--- src/rtl/mcmap_pkg.sv ---
package mcmap_pkg;
  typedef struct packed {
    logic loadBankA;
    logic loadBankB;
    logic loadMode;
  } regStrobe_t;
endpackage

--- src/rtl/mcmap_ctrl.sv ---
module mcmap_ctrl
  import mcmap_pkg::*;
(
  input  logic [15:0] cpuAddr,
  input  logic        cpuWrite,
  output regStrobe_t  strobe
);
  logic inWindow;
  assign inWindow = cpuWrite && cpuAddr[15];

  always_comb begin
    strobe = '0;
    if (inWindow) begin
      unique case (cpuAddr[14:13])
        2'b01:   strobe.loadBankA = 1'b1;
        2'b10:   strobe.loadBankB = 1'b1;
        2'b11:   strobe.loadMode  = 1'b1;
        default: strobe = '0;
      endcase
    end
  end
endmodule

--- src/rtl/mcmap_datapath.sv ---
module mcmap_datapath
  import mcmap_pkg::*;
#(
  parameter int DATA_W      = 8,
  parameter int OUTER_W     = 2,
  parameter int PRG_INNER_W = 3,
  parameter int PRG_WIN_AW  = 14,
  parameter int CHR_WIN_AW  = 12,
  localparam int MODE_W      = OUTER_W + 2,
  localparam int CHR_INNER_W = DATA_W - PRG_INNER_W,
  localparam int PRG_BANK_W  = OUTER_W + PRG_INNER_W,
  localparam int CHR_BANK_W  = OUTER_W + CHR_INNER_W,
  localparam int PRG_AW      = PRG_BANK_W + PRG_WIN_AW,
  localparam int CHR_AW      = CHR_BANK_W + CHR_WIN_AW
) (
  input  logic               clk,
  input  logic               rst,
  input  regStrobe_t         strobe,
  input  logic [DATA_W-1:0]  cpuData,
  input  logic [15:0]        cpuAddr,
  input  logic [13:0]        ppuAddr,
  output logic [DATA_W-1:0]  bankRegA,
  output logic [DATA_W-1:0]  bankRegB,
  output logic [MODE_W-1:0]  modeReg,
  output logic [PRG_AW-1:0]  prgRomAddr,
  output logic [CHR_AW-1:0]  chrRomAddr,
  output logic               ciramA10
);
  localparam int MIRROR_BIT = OUTER_W;
  localparam int WIDE_BIT   = OUTER_W + 1;

  always_ff @(posedge clk) begin
    if (rst) begin
      bankRegA <= '0;
      bankRegB <= '0;
      modeReg  <= '0;
    end else begin
      if (strobe.loadBankA) bankRegA <= cpuData;
      if (strobe.loadBankB) bankRegB <= cpuData;
      if (strobe.loadMode)  modeReg  <= cpuData[MODE_W-1:0];
    end
  end

  logic [OUTER_W-1:0]     group;
  logic [PRG_INNER_W-1:0] loInner, hiInner;
  logic [PRG_BANK_W-1:0]  prgBank;
  assign group = modeReg[OUTER_W-1:0];

  always_comb begin
    if (modeReg[WIDE_BIT]) begin
      loInner = {bankRegA[PRG_INNER_W-1:1], 1'b0};
      hiInner = {bankRegA[PRG_INNER_W-1:1], 1'b1};
    end else begin
      loInner = bankRegA[PRG_INNER_W-1:0];
      hiInner = '1;
    end
    prgBank = {group, (cpuAddr[PRG_WIN_AW] ? hiInner : loInner)};
  end

  assign prgRomAddr = {prgBank, cpuAddr[PRG_WIN_AW-1:0]};

  logic [CHR_BANK_W-1:0] chrBankWin [2];
  for (genvar w = 0; w < 2; w++) begin : gChrWin
    logic [DATA_W-1:0] src;
    assign src = (w == 0) ? bankRegA : bankRegB;
    assign chrBankWin[w] = {group, src[DATA_W-1:PRG_INNER_W]};
  end

  assign chrRomAddr = {chrBankWin[ppuAddr[CHR_WIN_AW]], ppuAddr[CHR_WIN_AW-1:0]};
  assign ciramA10   = modeReg[MIRROR_BIT] ? ppuAddr[11] : ppuAddr[10];
endmodule

--- src/rtl/multicart_bank_mapper.sv ---
module multicart_bank_mapper
  import mcmap_pkg::*;
#(
  parameter int DATA_W      = 8,
  parameter int OUTER_W     = 2,
  parameter int PRG_INNER_W = 3,
  parameter int PRG_WIN_AW  = 14,
  parameter int CHR_WIN_AW  = 12,
  localparam int MODE_W     = OUTER_W + 2,
  localparam int PRG_AW     = OUTER_W + PRG_INNER_W + PRG_WIN_AW,
  localparam int CHR_AW     = OUTER_W + (DATA_W - PRG_INNER_W) + CHR_WIN_AW
) (
  input  logic              clk,
  input  logic              rst,
  input  logic [15:0]       cpuAddr,
  input  logic [DATA_W-1:0] cpuData,
  input  logic              cpuWrite,
  input  logic [13:0]       ppuAddr,
  output logic [PRG_AW-1:0] prgRomAddr,
  output logic [CHR_AW-1:0] chrRomAddr,
  output logic              ciramA10
);
  regStrobe_t        strobe;
  logic [DATA_W-1:0] bankRegA, bankRegB;
  logic [MODE_W-1:0] modeReg;

  mcmap_ctrl uCtrl (
    .cpuAddr (cpuAddr),
    .cpuWrite(cpuWrite),
    .strobe  (strobe)
  );

  mcmap_datapath #(
    .DATA_W     (DATA_W),
    .OUTER_W    (OUTER_W),
    .PRG_INNER_W(PRG_INNER_W),
    .PRG_WIN_AW (PRG_WIN_AW),
    .CHR_WIN_AW (CHR_WIN_AW)
  ) uData (
    .clk       (clk),
    .rst       (rst),
    .strobe    (strobe),
    .cpuData   (cpuData),
    .cpuAddr   (cpuAddr),
    .ppuAddr   (ppuAddr),
    .bankRegA  (bankRegA),
    .bankRegB  (bankRegB),
    .modeReg   (modeReg),
    .prgRomAddr(prgRomAddr),
    .chrRomAddr(chrRomAddr),
    .ciramA10  (ciramA10)
  );
endmodule

--- config.mk ---
export PLATFORM = sky130hd
export DESIGN_NAME = multicart_bank_mapper
export DESIGN_NICKNAME = d
export VERILOG_FILES = /design/src/rtl/mcmap_pkg.sv /design/src/rtl/mcmap_ctrl.sv /design/src/rtl/mcmap_datapath.sv /design/src/rtl/multicart_bank_mapper.sv
export SDC_FILE = /design/constraint.sdc
export NUM_CORES = 1
export LEC_CHECK = 0
export BUFFER_PORTS_ARGS = -buffer_cell sky130_fd_sc_hd__clkbuf_2
export CORE_MARGIN = 3
export CORE_UTILIZATION = 35
export DETAILED_ROUTE_END_ITERATION = 12
export HOLD_SLACK_MARGIN = 0.12
export PLACE_DENSITY = 0.83
export SYNTH_ARGS = -nofsm -noshare
export SYNTH_HDL_FRONTEND = slang
export SYNTH_SLANG_ARGS = --single-unit
--- constraint.sdc ---
create_clock -name clk -period 0.8 [get_ports clk]
set_input_delay 0.16 -clock clk [delete_from_list [all_inputs] [get_ports clk]]
set_output_delay 0.16 -clock clk [all_outputs]
set_load 0.02 [all_outputs]
# Yosys cells after proc, flatten, opt, wreduce, memory -nomap -nowiden
# Index checks and enable logic that the tools add are counted.
# totals
ff_bits,20
input_bits,41
output_inout_bits,39
elab_cells,20
# classes
magnitude_cmp,1
eq_ne,3
mux,11
bitwise_logic,1
reduce_logical,1
# op_table
operator,count
$mux W7,2
$mux W3,3
$mux W1,5
$mux W5,1
$eq A2 B2 Y1 const B,2
$eq A2 B1 Y1 const B,1
$ge A2 B2 Y1 const B,1
$not A1 Y2,1
$logic_and A1 B1 Y1,1

# Logic depth before layout (Yosys ltp)
# depth
ltp_word,4
depth_mapped,3
ltp_nobuf,2

# Modules after synthesis
# Synthesis repeated with hierarchy kept, for this count alone.
# hier_totals
cells_unflattened,109
area_unflattened_um2,1064.8
# modules_own_cells
mod,instances,cells_each,area_per_inst_um2,seq_area_each_um2
mcmap_datapath,1,106,1034.7,400.4
mcmap_ctrl,1,3,30.0,0.0

# Least setup slack after synthesis
# No wires, ideal clock.
# synth_timing
path_kind,reg2out
startpoint,register uData.modeReg[3]
endpoint,output prgRomAddr[15]
t_arrival_ns,0.698
t_required_ns,0.640
slack_ns,-0.058
path_stages_with_launch,3
path_buffers,0
path_cell_list,dfxtp_1 -> or2b_1 -> nand2b_1
# synth_via
elab_chain_cells,2
# synth_rtl
item,line_no,source
"start, declared",mcmap_datapath.sv:24,"output logic [MODE_W-1:0] modeReg,"
"start signal, assigned",mcmap_datapath.sv:40,if (strobe.loadMode) modeReg <= cpuData[MODE_W-1:0];
$mux W3,mcmap_datapath.sv:50,if (modeReg[WIDE_BIT]) begin
$mux W3,mcmap_datapath.sv:57,"prgBank = {group, (cpuAddr[PRG_WIN_AW] ? hiInner : loInner)};"
"end, declared",multicart_bank_mapper.sv:19,"output logic [PRG_AW-1:0] prgRomAddr,"
# No other way between the ends.

# Worst setup path after layout
# layout_timing
startpoint,register uData.modeReg[3]
endpoint,output prgRomAddr[16]
# Same word-level chain as after synthesis.

==> results.md <==
- IO Pins: 80
- Slowest CP cell: dfxtp_2
- Port Buffers: 32
- Critical path's largest stage delay: 0.34 ns
- Yosys warns: 0
- Hold Crit Class: in -> reg
- Final Cycle Share: 156%
- Final instance area: 0.00127 mm²
- Worst-path clk slew: 0.10 ns
- Mapped Nets: 147
- Crit path capture: prgRomAddr[16]
- Yosys cell types: 13
- Met2 usage: 20.3%
- Worst-Margin Slew: 0.349 ns
- Final #Nets: 159
- H-tree Lvls: 1
- CP startpoint: uData.modeReg[3]
- Final worst path period need: 1.25 ns
- Worst setup path category: reg -> out
- Worst-skew pair later-pin latency: 0.29 ns
- Status: finished with violations
- LEAKAGE: 0.598 nW
- Setup Viol. Count Final: 13
- Register area share after synthesis: 32.7%
- Post-Syn Area: 0.00104 mm²
- Root buf cell: clkbuf_4
- Number of CTS-inserted buffers: 3
- Syn Inst Count: 106
- Worst reg2reg path depth: 3
- Failing checks: negative setup slack
- WP data required: 0.64 ns
- Arrival time of the worst setup path: 1.09 ns
- Pwr dens: 1300 mW/mm²
- Die footprint: 0.00367 mm²
- Max Transition Viols Final: 0
- Setup Skew: 0 ns
- GRT Overall Usage: 11.6%
- Setup TNS: -4.24 ns
- Antenna cell count: 0
- Remaining antenna violation count: 0
- Worst vdd rail ir drop: 0.779 mV
- Slack of the critical path: -0.449 ns
- Initial Utilization: 37.2%
- Via density: 4.92
- First-pass GRT wire length: 3200 µm
- Post-Route WL: 2130 µm
- Per-cell routed wire length: 14.4 µm
- CTS Buffer Depth: 2
- Worst R2R Setup Slack: 0.08 ns
- GR Overflow Total: 0
- Area after DPL: 0.00106 mm²
- Most Crowded Layer GR: met2
- Syn Area/Cell: 9.83 µm²
- Syn-to-layout area delta: 21.7%
- Unrepaired setup endpoints after global routing: true
- Fin Hold WS: 0.138 ns
- Non-Filler Instances: 148
- Via count: 728
- Critical path startpoint category: register
- Crit path cell chain: or2b_4 -> nand2b_4 -> buf_8
- Worst setup EP type: output port
- Fmax: 0.801 GHz
- Routing usage on met1: 11.6%
- Final hold violation count: 0
- Max-Cap Viols: 0
- Placer Congestion: 0.756
- Relative slew slack: 76.7%
- Antenna violations before repair: 0
- Core Area: 0.00281 mm²
- Iteration-0 DRC Markers: 14
- Post-route DRC: 0
- Core Rows: 19
- Yosys reg bits: 17
- Initial DRT Pass Iterations: 4
- Reg2reg start: uData.modeReg[1]
- CTS tree: done
- DP Cell Count: 140
- Worst-path maximum fanout: 2
- Die Y-Extent: 60.6 µm
- Met3 usage: 4.89%
- Post-layout util: 45.2%
- DIE WIDTH: 60.6 µm
- Clock sinks: 17
- Layout cells sized above 1: 56.4%
- Dpl hpwl: 1530 µm
- Reg-to-reg endpoint: uData.modeReg[1]
- Vias in the first global route: 742
- Largest net degree at the start of global routing: 26
==> cell usage in the layout (no fill, tap or decap) <==
cell type	instances
a21o_2	1
and4b_1	1
buf_12	1
buf_4	6
buf_6	6
buf_8	7
clkbuf_1	1
clkbuf_2	19
clkbuf_4	3
dfxtp_1	4
dfxtp_2	11
dfxtp_4	2
dlygate4sd3_1	1
inv_1	1
mux2_4	6
mux2i_1	17
nand2b_1	25
nand2b_4	2
nand4_1	1
nand4b_2	1
or2b_4	1
==> flip-flops by register name (all words and copies together), names as in the netlist <==
register	flops
uData.bankRegA	8
uData.bankRegB	5
uData.modeReg	4
==> area by class of cell <==
type	count	area [µm²]
clock buffer	4	26.3
fill	273	1540
inverter	1	3.75
multi-input combinational	55	495
sequential	17	362
tap	31	38.8
timing repair buffer	40	343
==> what timing repair did <==
item | in CTS | in global routing
gates resized for setup | 16 | 41
endpoints found under the setup margin | 13 | 13
buffers inserted | 2 | 1
hold buffers | 1 | 0
hold endpoints to repair | 1 | 0
==> cells in the mapped netlist <==
library cell	instances	area, µm²
mux2i_1	17	170
dfxtp_1	17	340
mux2_2	6	67.6
nand2b_1	27	169
a21o_2	1	8.76
nand4b_2	1	15.0
buf_4	30	225
buf_6	1	11.3
inv_1	1	3.75
or2b_1	1	7.51
clkbuf_1	2	7.51
nand4_1	1	6.26
and4b_1	1	10.0
==> where the power goes <==
group          internal (W)  total, W  switching [W]  leakage (nW)
logic              0.000178  0.000320       0.000142         0.439
registers          0.000861  0.000873      0.0000121         0.145
clock network      0.000194  0.000455       0.000261        0.0150
==> stage by stage <==
stage	worst slack (ns)	total power (W)
CTS	-0.469	0.00164
floorplan	-0.0525	0.00123
finish	-0.449	0.00165
global route	-0.501	0.00174
global placement	-0.203	0.00115
detailed placement	-0.224	0.00115
==> worst max-delay path, delay by kind of cell, from the launching register on <==
kind / cells / cell delay (ns)
flip-flops: 1 / 0.34
AND/OR/NAND/NOR: 2 / 0.35
buffers and inverters: 1 / 0.11
==> worst min path at each step <==
stage,from,endpoint,cells after the start
after CTS,cpuData[6],uData.bankRegB[6],3
after global routing,cpuData[5],uData.bankRegA[5],3
final,cpuData[0],uData.modeReg[0],3
after floorplan,cpuData[2],uData.modeReg[2],2
after detailed placement,cpuAddr[1],prgRomAddr[1],0
after global placement,cpuAddr[1],prgRomAddr[1],0
==> logic make-up after synthesis <==
family	after synthesis	share of synthesized area, %
simple gates	31	19.9
mux	23	22.8
flops	17	32.7
compound gates	1	0.840
buf+inv	34	23.8
==> routing by layer <==
layer / wire, µm / vias to the layer above
li1: - / 338
met1: 722 / 329
met2: 1090 / 35
met3: 219 / 26
met4: 106 / 0
met5: 0 / -
Power figures use the tool's default switching activity.
